## config.mk

```make
export PLATFORM = sky130hd
export DESIGN_NAME = refsel_ctrl
export DESIGN_NICKNAME = d
export VERILOG_FILES = /design/src/rtl/refsel_pkg.sv /design/src/rtl/refsel_sync.sv /design/src/rtl/refsel_guard_timer.sv /design/src/rtl/refsel_fsm.sv /design/src/rtl/refsel_ctrl.sv
export SDC_FILE = /design/constraint.sdc
export NUM_CORES = 1
export LEC_CHECK = 0
export ABC_AREA = 1
export ABC_CLOCK_PERIOD_IN_PS = 4500
export BUFFER_PORTS_ARGS = -buffer_cell sky130_fd_sc_hd__buf_2
export CAP_MARGIN = 20
export CORE_UTILIZATION = 45
export CTS_BUF_LIST = sky130_fd_sc_hd__clkbuf_4 sky130_fd_sc_hd__clkbuf_8
export CTS_CLUSTER_SIZE = 16
export DETAILED_ROUTE_END_ITERATION = 7
export GPL_TIMING_DRIVEN = 0
export PLACE_DENSITY = 0.68
export SYNTH_ARGS = -nofsm -noshare
export SYNTH_HDL_FRONTEND = slang
export SYNTH_HIERARCHICAL = 1
export SYNTH_SLANG_ARGS = --single-unit
```

## constraint.sdc

```tcl
create_clock -name clk -period 4.5 [get_ports clk]
set_clock_uncertainty 0.2 [all_clocks]
set_input_delay 0 -clock clk [delete_from_list [all_inputs] [get_ports clk]]
set_output_delay 0 -clock clk [all_outputs]
set_load 0.005 [all_outputs]
```

## src/rtl/refsel_pkg.sv

```systemverilog
package refsel_pkg;

    localparam int GUARD_W    = 16;
    localparam int SYNC_DEPTH = 2;

    typedef enum logic [1:0] {
        ST_PRI_RUN  = 2'b00,
        ST_PRI_HOLD = 2'b01,
        ST_SEC_RUN  = 2'b10,
        ST_ALL_HOLD = 2'b11
    } sel_state_t;

    typedef struct packed {
        logic pri;
        logic sec;
    } los_pair_t;

    function automatic logic st_is_hold(sel_state_t s);
        return (s == ST_PRI_HOLD) || (s == ST_ALL_HOLD);
    endfunction

    function automatic logic st_is_sec(sel_state_t s);
        return (s == ST_SEC_RUN);
    endfunction

endpackage

```

## src/rtl/refsel_sync.sv

```systemverilog
module refsel_sync #(
    parameter int WIDTH  = 2,
    parameter int STAGES = 2
) (
    input  logic             clk,
    input  logic             rst,
    input  logic [WIDTH-1:0] din,
    output logic [WIDTH-1:0] dout
);
    logic [STAGES-1:0][WIDTH-1:0] pipe_q;

    genvar g;
    generate
        for (g = 0; g < STAGES; g++) begin : g_stage
            if (g == 0) begin : g_first
                always_ff @(posedge clk) begin
                    if (rst) pipe_q[g] <= '0;
                    else     pipe_q[g] <= din;
                end
            end else begin : g_rest
                always_ff @(posedge clk) begin
                    if (rst) pipe_q[g] <= '0;
                    else     pipe_q[g] <= pipe_q[g-1];
                end
            end
        end
    endgenerate

    assign dout = pipe_q[STAGES-1];
endmodule

```

## src/rtl/refsel_guard_timer.sv

```systemverilog
module refsel_guard_timer #(
    parameter int CW = 16
) (
    input  logic          clk,
    input  logic          rst,
    input  logic          load,
    input  logic          active,
    input  logic [CW-1:0] ticks,
    output logic          expire
);
    logic [CW-1:0] cnt_q;
    logic          run_q;

    always_ff @(posedge clk) begin
        if (rst) begin
            cnt_q <= '0;
            run_q <= 1'b0;
        end else if (load) begin
            cnt_q <= ticks;
            run_q <= 1'b1;
        end else if (!active) begin
            run_q <= 1'b0;
        end else if (run_q) begin
            if (cnt_q == '0) run_q <= 1'b0;
            else             cnt_q <= cnt_q - 1'b1;
        end
    end

    assign expire = run_q && active && (cnt_q == '0);
endmodule

```

## src/rtl/refsel_fsm.sv

```systemverilog
module refsel_fsm
    import refsel_pkg::*;
(
    input  logic       clk,
    input  logic       rst,
    input  logic       man_mode,
    input  logic       man_ref,
    input  los_pair_t  los,
    input  logic       guard_expire,
    output sel_state_t st_q,
    output logic       enter_hold,
    output logic       ref_sel_q,
    output logic       hold_q
);
    sel_state_t st_nxt;

    always_comb begin
        st_nxt = st_q;
        if (man_mode) begin
            st_nxt = man_ref ? ST_SEC_RUN : ST_PRI_RUN;
        end else begin
            unique case (st_q)
                ST_PRI_RUN: begin
                    if (los.pri && los.sec)  st_nxt = ST_ALL_HOLD;
                    else if (los.pri)        st_nxt = ST_PRI_HOLD;
                end
                ST_PRI_HOLD: begin
                    if (!los.pri)            st_nxt = ST_PRI_RUN;
                    else if (los.sec)        st_nxt = ST_ALL_HOLD;
                    else if (guard_expire)   st_nxt = ST_SEC_RUN;
                end
                ST_SEC_RUN: begin
                    if (!los.pri)            st_nxt = ST_PRI_RUN;
                    else if (los.sec)        st_nxt = ST_ALL_HOLD;
                end
                ST_ALL_HOLD: begin
                    if (!los.pri)            st_nxt = ST_PRI_RUN;
                    else if (!los.sec)       st_nxt = ST_SEC_RUN;
                end
                default:                     st_nxt = ST_PRI_RUN;
            endcase
        end
    end

    assign enter_hold = (st_nxt == ST_PRI_HOLD) && (st_q != ST_PRI_HOLD);

    always_ff @(posedge clk) begin
        if (rst) begin
            st_q      <= ST_PRI_RUN;
            ref_sel_q <= 1'b0;
            hold_q    <= 1'b0;
        end else begin
            st_q      <= st_nxt;
            ref_sel_q <= st_is_sec(st_nxt);
            hold_q    <= st_is_hold(st_nxt);
        end
    end
endmodule

```

## src/rtl/refsel_ctrl.sv

```systemverilog
module refsel_ctrl
    import refsel_pkg::*;
#(
    parameter int GW = GUARD_W,
    parameter int SD = SYNC_DEPTH
) (
    input  logic          clk,
    input  logic          rst,
    input  logic          pri_los,
    input  logic          sec_los,
    input  logic          man_mode,
    input  logic          man_ref,
    input  logic [GW-1:0] guard_ticks,
    output logic          ref_sel,
    output logic          holdover
);
    localparam int NFLAGS = $bits(los_pair_t);

    los_pair_t  los_raw;
    los_pair_t  los_s;
    sel_state_t st_cur;
    logic       guard_expire;
    logic       enter_hold;
    logic       in_pri_hold;

    assign los_raw.pri = pri_los;
    assign los_raw.sec = sec_los;

    refsel_sync #(.WIDTH(NFLAGS), .STAGES(SD)) u_sync (
        .clk  (clk),
        .rst  (rst),
        .din  (los_raw),
        .dout (los_s)
    );

    assign in_pri_hold = (st_cur == ST_PRI_HOLD);

    refsel_guard_timer #(.CW(GW)) u_guard (
        .clk    (clk),
        .rst    (rst),
        .load   (enter_hold),
        .active (in_pri_hold),
        .ticks  (guard_ticks),
        .expire (guard_expire)
    );

    refsel_fsm u_fsm (
        .clk          (clk),
        .rst          (rst),
        .man_mode     (man_mode),
        .man_ref      (man_ref),
        .los          (los_s),
        .guard_expire (guard_expire),
        .st_q         (st_cur),
        .enter_hold   (enter_hold),
        .ref_sel_q    (ref_sel),
        .hold_q       (holdover)
    );
endmodule

```

### Word level (Yosys, flattened, before mapping)

Index checks and enable logic that the tools add are counted.

* add/subtract/negate cells: 1
* eq/ne operators: 8
* multiplexer cells: 20
* reduce and logical (&&, ||, !) cells: 10

Operator list (number)
* 16-bit 2-to-1 mux: 4
* 2-bit 2-to-1 mux: 11
* 16-bit zero test: 1
* 16-bit by 1-bit subtractor with 16-bit output (second input constant): 1
* 2-bit equality test (second input constant): 4
* 2-bit one-hot mux with 4 select lines: 1
* 2-bit by 1-bit equality test with 1-bit output (second input constant): 2
* 1-bit logical AND: 4
* 1-bit 2-to-1 mux: 4
* 2-bit nonzero test: 2
* 3-bit AND reduction: 1
* 2-bit zero test: 1
* 2-bit by 1-bit != test with 1-bit output (second input constant): 1
* 2-bit != test (second input constant): 1
* 1-bit logical OR: 1

* register bits: 25
* output and inout bits: 2

### Logic depth before layout (Yosys ltp)

* word-level depth: 12
* mapped depth: 18

### Hierarchy

The synthesis kept the hierarchy.

By module, submodules not included
* refsel_guard_timer: instances 1, cells an instance 201, area an instance 1268.7 sq um, sequential area each 340.3 sq um
* refsel_fsm: instances 1, cells an instance 29, area an instance 222.7 sq um, sequential area each 80.1 sq um
* refsel_sync: instances 1, cells an instance 14, area an instance 125.1 sq um, sequential area each 80.1 sq um
* refsel_ctrl: instances 1, cells an instance 2, area an instance 10.0 sq um, sequential area each 0.0 sq um

### Least setup slack after synthesis

OpenSTA, ideal clock, no wires.

* kind: reg2reg
* start point: register u_guard.cnt_q[0]
* end point: register u_guard.cnt_q[12]
* setup time: 0.116 ns
* arrival: 2.349 ns
* required time: 4.184 ns
* slack: 1.835 ns
* cell stages (with the launch flop): 18
* clock period less this slack: 2.665 ns
* path through: dfxtp_1 > inv_1 > ha_1 > nand3_4 > nor2_4 > nand4_1 > nor3_1 > inv_2 > nand2_4 > nand3_2 > a21oi_1 > nor2_1 > buf_2 > inv_2 > clkbuf_1 > nand3_1 > o21ai_0 > nor2_1

* word-level cells in the longest chain between the ends: 11
* elaborated cells between the ends (all ways): 18

Ends and longest elaborated chain
* start, declared: RTL line refsel_guard_timer.sv:11 `logic [CW-1:0] cnt_q;`
* start signal, assigned: RTL line refsel_guard_timer.sv:19 `cnt_q <= ticks;`
* start signal, assigned: RTL line refsel_guard_timer.sv:25 `else cnt_q <= cnt_q - 1'b1;`
* 16-bit zero test *: RTL line refsel_guard_timer.sv:29 `assign expire = run_q && active && (cnt_q == '0);`
* 1-bit logical AND *: RTL line refsel_guard_timer.sv:29
* named net guard_expire: RTL line refsel_ctrl.sv:22 `logic guard_expire;`
* 2-bit 2-to-1 mux *: RTL line refsel_fsm.sv:30 `else if (guard_expire) st_nxt = ST_SEC_RUN;`
* 2-bit 2-to-1 mux *: RTL line refsel_fsm.sv:29 `else if (los.sec) st_nxt = ST_ALL_HOLD;`
* 2-bit 2-to-1 mux *: RTL line refsel_fsm.sv:28 `if (!los.pri) st_nxt = ST_PRI_RUN;`
* 2-bit one-hot mux with 4 select lines *: RTL line refsel_fsm.sv:22 `unique case (st_q)`
* 2-bit 2-to-1 mux *: RTL line refsel_fsm.sv:19 `if (man_mode) begin`
* 2-bit by 1-bit equality test with 1-bit output *: RTL line refsel_fsm.sv:45 `assign enter_hold = (st_nxt == ST_PRI_HOLD) && (st_q != ST_PRI_HOLD);`
* 1-bit logical AND *: RTL line refsel_fsm.sv:45
* named net enter_hold: RTL line refsel_ctrl.sv:23 `logic enter_hold;`
* 2-bit != test (no line) or 2-bit nonzero test (tied branches)
* 3-bit AND reduction (no line)

The timed path passes the listed nets; every way through them passes the cells marked *. The select of a mux whose other input is x is not followed.
A chain may end at the register's enable or synchronous reset.

### Worst setup path in the final report

Ends and elaborated chain as after synthesis.

==> results.tsv <==
stage	metric	value	unit
status	status	completed	
sta	RSZ-0062 raised after global routing	no	
detailed_routing	first-pass iteration count of the detailed router	4	
floorplan	Site Rows	21	
synthesis	Synth area leader	dfxtp_1	
sta	setup total negative slack	0	ns
global_routing	first-pass GRT wire length	6.76	mm
synthesis	Seq/Total Area, Yosys	0.308	
setup_path	Critical Path Fanout Max	10	
setup_path	startpoint types	flip-flop	
clock_tree	CTS tree	yes	
min_path	HP Class	flip-flop to flip-flop	
clock_tree	Clock Path Buffers	2	
finish	Layout Nets	320	
synthesis	Synth Warn #	6	
setup_path	CP Cell Sequence	inv_1 -> ha_1 -> nand3_4 -> nor2_4 -> nand4_1 -> nor3_1 -> inv_2 -> nand2_4 -> nand3_2 -> a21oi_1 -> nor2_1 -> buf_2 -> inv_2 -> clkbuf_1 -> nand3_1 -> o21ai_0 -> nor2_1	
setup_path	Crit path max-delay family	simple AND/OR/NAND/NOR gates	
sta	final setup vio count	0	
detailed_routing	Via Count	1609	
synthesis	cells after synthesis	246	
setup_path	flop2flop setup slack	1.29	ns
clock_tree	Root Buffer	clkbuf_4	
setup_path	CP endpoint	u_guard/cnt_q[12]	
setup_path	Worst path slowest cell	clkbuf_1	
synthesis	register bit total from synthesis	25	
floorplan	width of the die	62.1	um
sta	Slew @ Worst Pin	0.744	ns
synthesis	async set-reset flop share out of synthesis	0	
placed_design	DP Wirelength	2.60	mm
synthesis	number of synthesized flops with an enable pin	0	
finish	Post-Layout Inst Area	2060	um^2
synthesis	most instantiated cells after synthesis	nand2_1 (57), nor2_1 (39), dfxtp_1 (25), nand3_1 (25), inv_1 (23)	
setup_path	Critical path buffers and inverters	5	
global_routing	GRT Resource Usage Total	0.217	
sta	Slew Viols, Final	0	
sta	Final Cycle Share	0.714	
finish	P&R area growth vs syn	26.5	%
synthesis	syn_nets	269	
setup_path	endpoint class of the critical path	flip-flop	
detailed_routing	routed wire length	3.83	mm
global_routing	largest net degree at the start of global routing	15	
sta	Final Hold Viols	0	
synthesis	post-synthesis cell type count	29	
run	max cap viols	0	
global_routing	vias in the first global route	1555	
power_and_ir_drop	Cell Pwr Density	228	nW/um^2
synthesis	Synth area leaders	dfxtp_1 (31%), nand2_1 (13%), nor2_1 (9.0%)	
synthesis	ys flop type	dfxtp_1	
clock_tree	htree depth	1	
detailed_routing	Residual DRC	0	
sta	Peak Freq	311	MHz
clock_tree	CTS sink cnt	25	
power_and_ir_drop	Pleak	0.946	nW
synthesis	most common cell in the synthesized netlist	nand2_1	
global_routing	initial antenna violation count	0	
clock_tree	Clk pin slew, worst setup/hold paths	0.14	ns
floorplan	Ports	24	
placed_design	# port buffers	23	
setup_path	reg2reg start	u_guard/cnt_q[0]	
detailed_routing	initial drt markers	61	
floorplan	Initial Util	0.480	
floorplan	Die Height	62.1	um
detailed_routing	drt via density	4.70	
sta	Hold WS	0.214	ns
setup_path	Critical Path AT	3.25	ns
sta	Slew HR	0.504	
setup_path	crit path from	u_guard/cnt_q[0]	
clock_tree	postcts setup bufs	0	
finish	# fillers	338	
floorplan	core area	3390	um^2
synthesis	syn avg cell area	6.61	um^2
clock_tree	worst-skew pair later-pin latency	0.32	ns
finish	number of diodes	0	
setup_path	RR Endpoint	u_guard/cnt_q[12]	
clock_tree	CTS resizes	0	
synthesis	Mapped Area	1630	um^2
clock_tree	cts hold-fix bufs	23	
setup_path	worst reg2reg path depth	17	
power_and_ir_drop	VDD IR max	0.000220	V
clock_tree	CTS buffer count	3	
detailed_routing	Routed Antenna Nets	0	
setup_path	critical path's largest stage delay	0.42	ns
placed_design	DP Area	1800	um^2
setup_path	Stages on worst setup path	17	
detailed_routing	mean routed wirelength per cell	11.2	um
setup_path	Crit Path Category	flip-flop to flip-flop	
setup_path	CP Data Required Time	4.54	ns
synthesis	top cell type's share of synthesized area	0.308	
floorplan	die area	3860	um^2
finish	layout cells sized above 1	0.240	
placed_design	Placer Congestion	0.820	
global_routing	GRT overflow	0	
sta	post-layout min period	3.21	ns
-- metrics by stage --
stage | cells | setup WS (ns) | total power [mW] | util
final | 342 | 1.29 | 0.468 | 0.607
after global routing | 342 | 0.971 | 0.502 | 0.607
after CTS | 342 | 1.32 | 0.472 | 0.607
after detailed placement | 315 | 1.35 | 0.354 | 0.531
after global placement | 315 | 1.39 | 0.352 | 0.531
after floorplan | 246 | 1.83 | 0.327 | -
-- routing by layer --
metal  vias to the layer above  global-route usage  wire (um)
met4                         0              0.0465         23
li1                        871                   -          -
met3                         2              0.0331        126
met2                        25               0.397       1870
met1                       711               0.266       1810
met5                         -                   0          0
-- power by group --
group	switching, mW	internal [mW]
clock	0.0703	0.0333
sequential	0.00545	0.228
combinational	0.0718	0.0592
-- logic make-up after synthesis --
family,after synthesis,share of synthesized area
adder cells (fa/ha/maj),1,0.00769
AO/OA/AOI/OAI,27,0.102
AND/OR/NAND/NOR,151,0.456
flip-flops,25,0.308
XOR/XNOR,4,0.0215
buffers and inverters,38,0.105
-- registers in the layout, summed over array words and instances, names as in the netlist --
signal and count:
u_fsm/st_q 2, u_guard/cnt_q 16, u_sync/dout 2, u_fsm/hold_q 1, u_sync/pipe_q 2, u_fsm/ref_sel_q 1, u_guard/run_q 1
-- tightest hold or removal path, cell delays in order (launching register included) --
cell and delay, ns:
dfxtp_1 0.33, inv_1 0.04, nor2_1 0.03
-- area by class of cell --
class	instances	area, um^2	share of cell area
clock buffers	3	22.5	0.0109
inverters	30	114	0.0554
multi-input cells	183	956	0.465
repair buffers	46	345	0.168
plain buffers	8	56.3	0.0274
clock inverters	1	5.00	0.00243
flip-flops and latches	25	500	0.243
well taps	46	57.6	0.0280
-- how the worst min path moves through the flow --
stage | startpoint | endpoint | slack (ns) | depth (start not counted)
3_3_place_gp | pri_los | u_sync/pipe_q[1] | -0.0006 | 3
3_5_place_dp | pri_los | u_sync/pipe_q[1] | 0.006 | 3
2_1_floorplan | rst | u_sync/pipe_q[0] | -0.13 | 1
4_1_cts | u_sync/pipe_q[0] | u_sync/dout[0] | 0.22 | 2
6_report | u_sync/pipe_q[0] | u_sync/dout[0] | 0.21 | 2
5_1_grt | u_sync/pipe_q[0] | u_sync/dout[0] | 0.23 | 2
-- layout by cell type (no fill, tap or decap), drive strengths merged, types with 2 or more instances in the layout --
master        n
nand2        69
nor2         46
nand3        30
inv          29
buf          28
dfxtp        25
dlygate4sd3  23
o21ai        14
a21oi        12
clkbuf        6
xnor2         3
clkinv        2
nand4         2
nor3b         2
No activity file was read; power rests on OpenSTA's default activity.
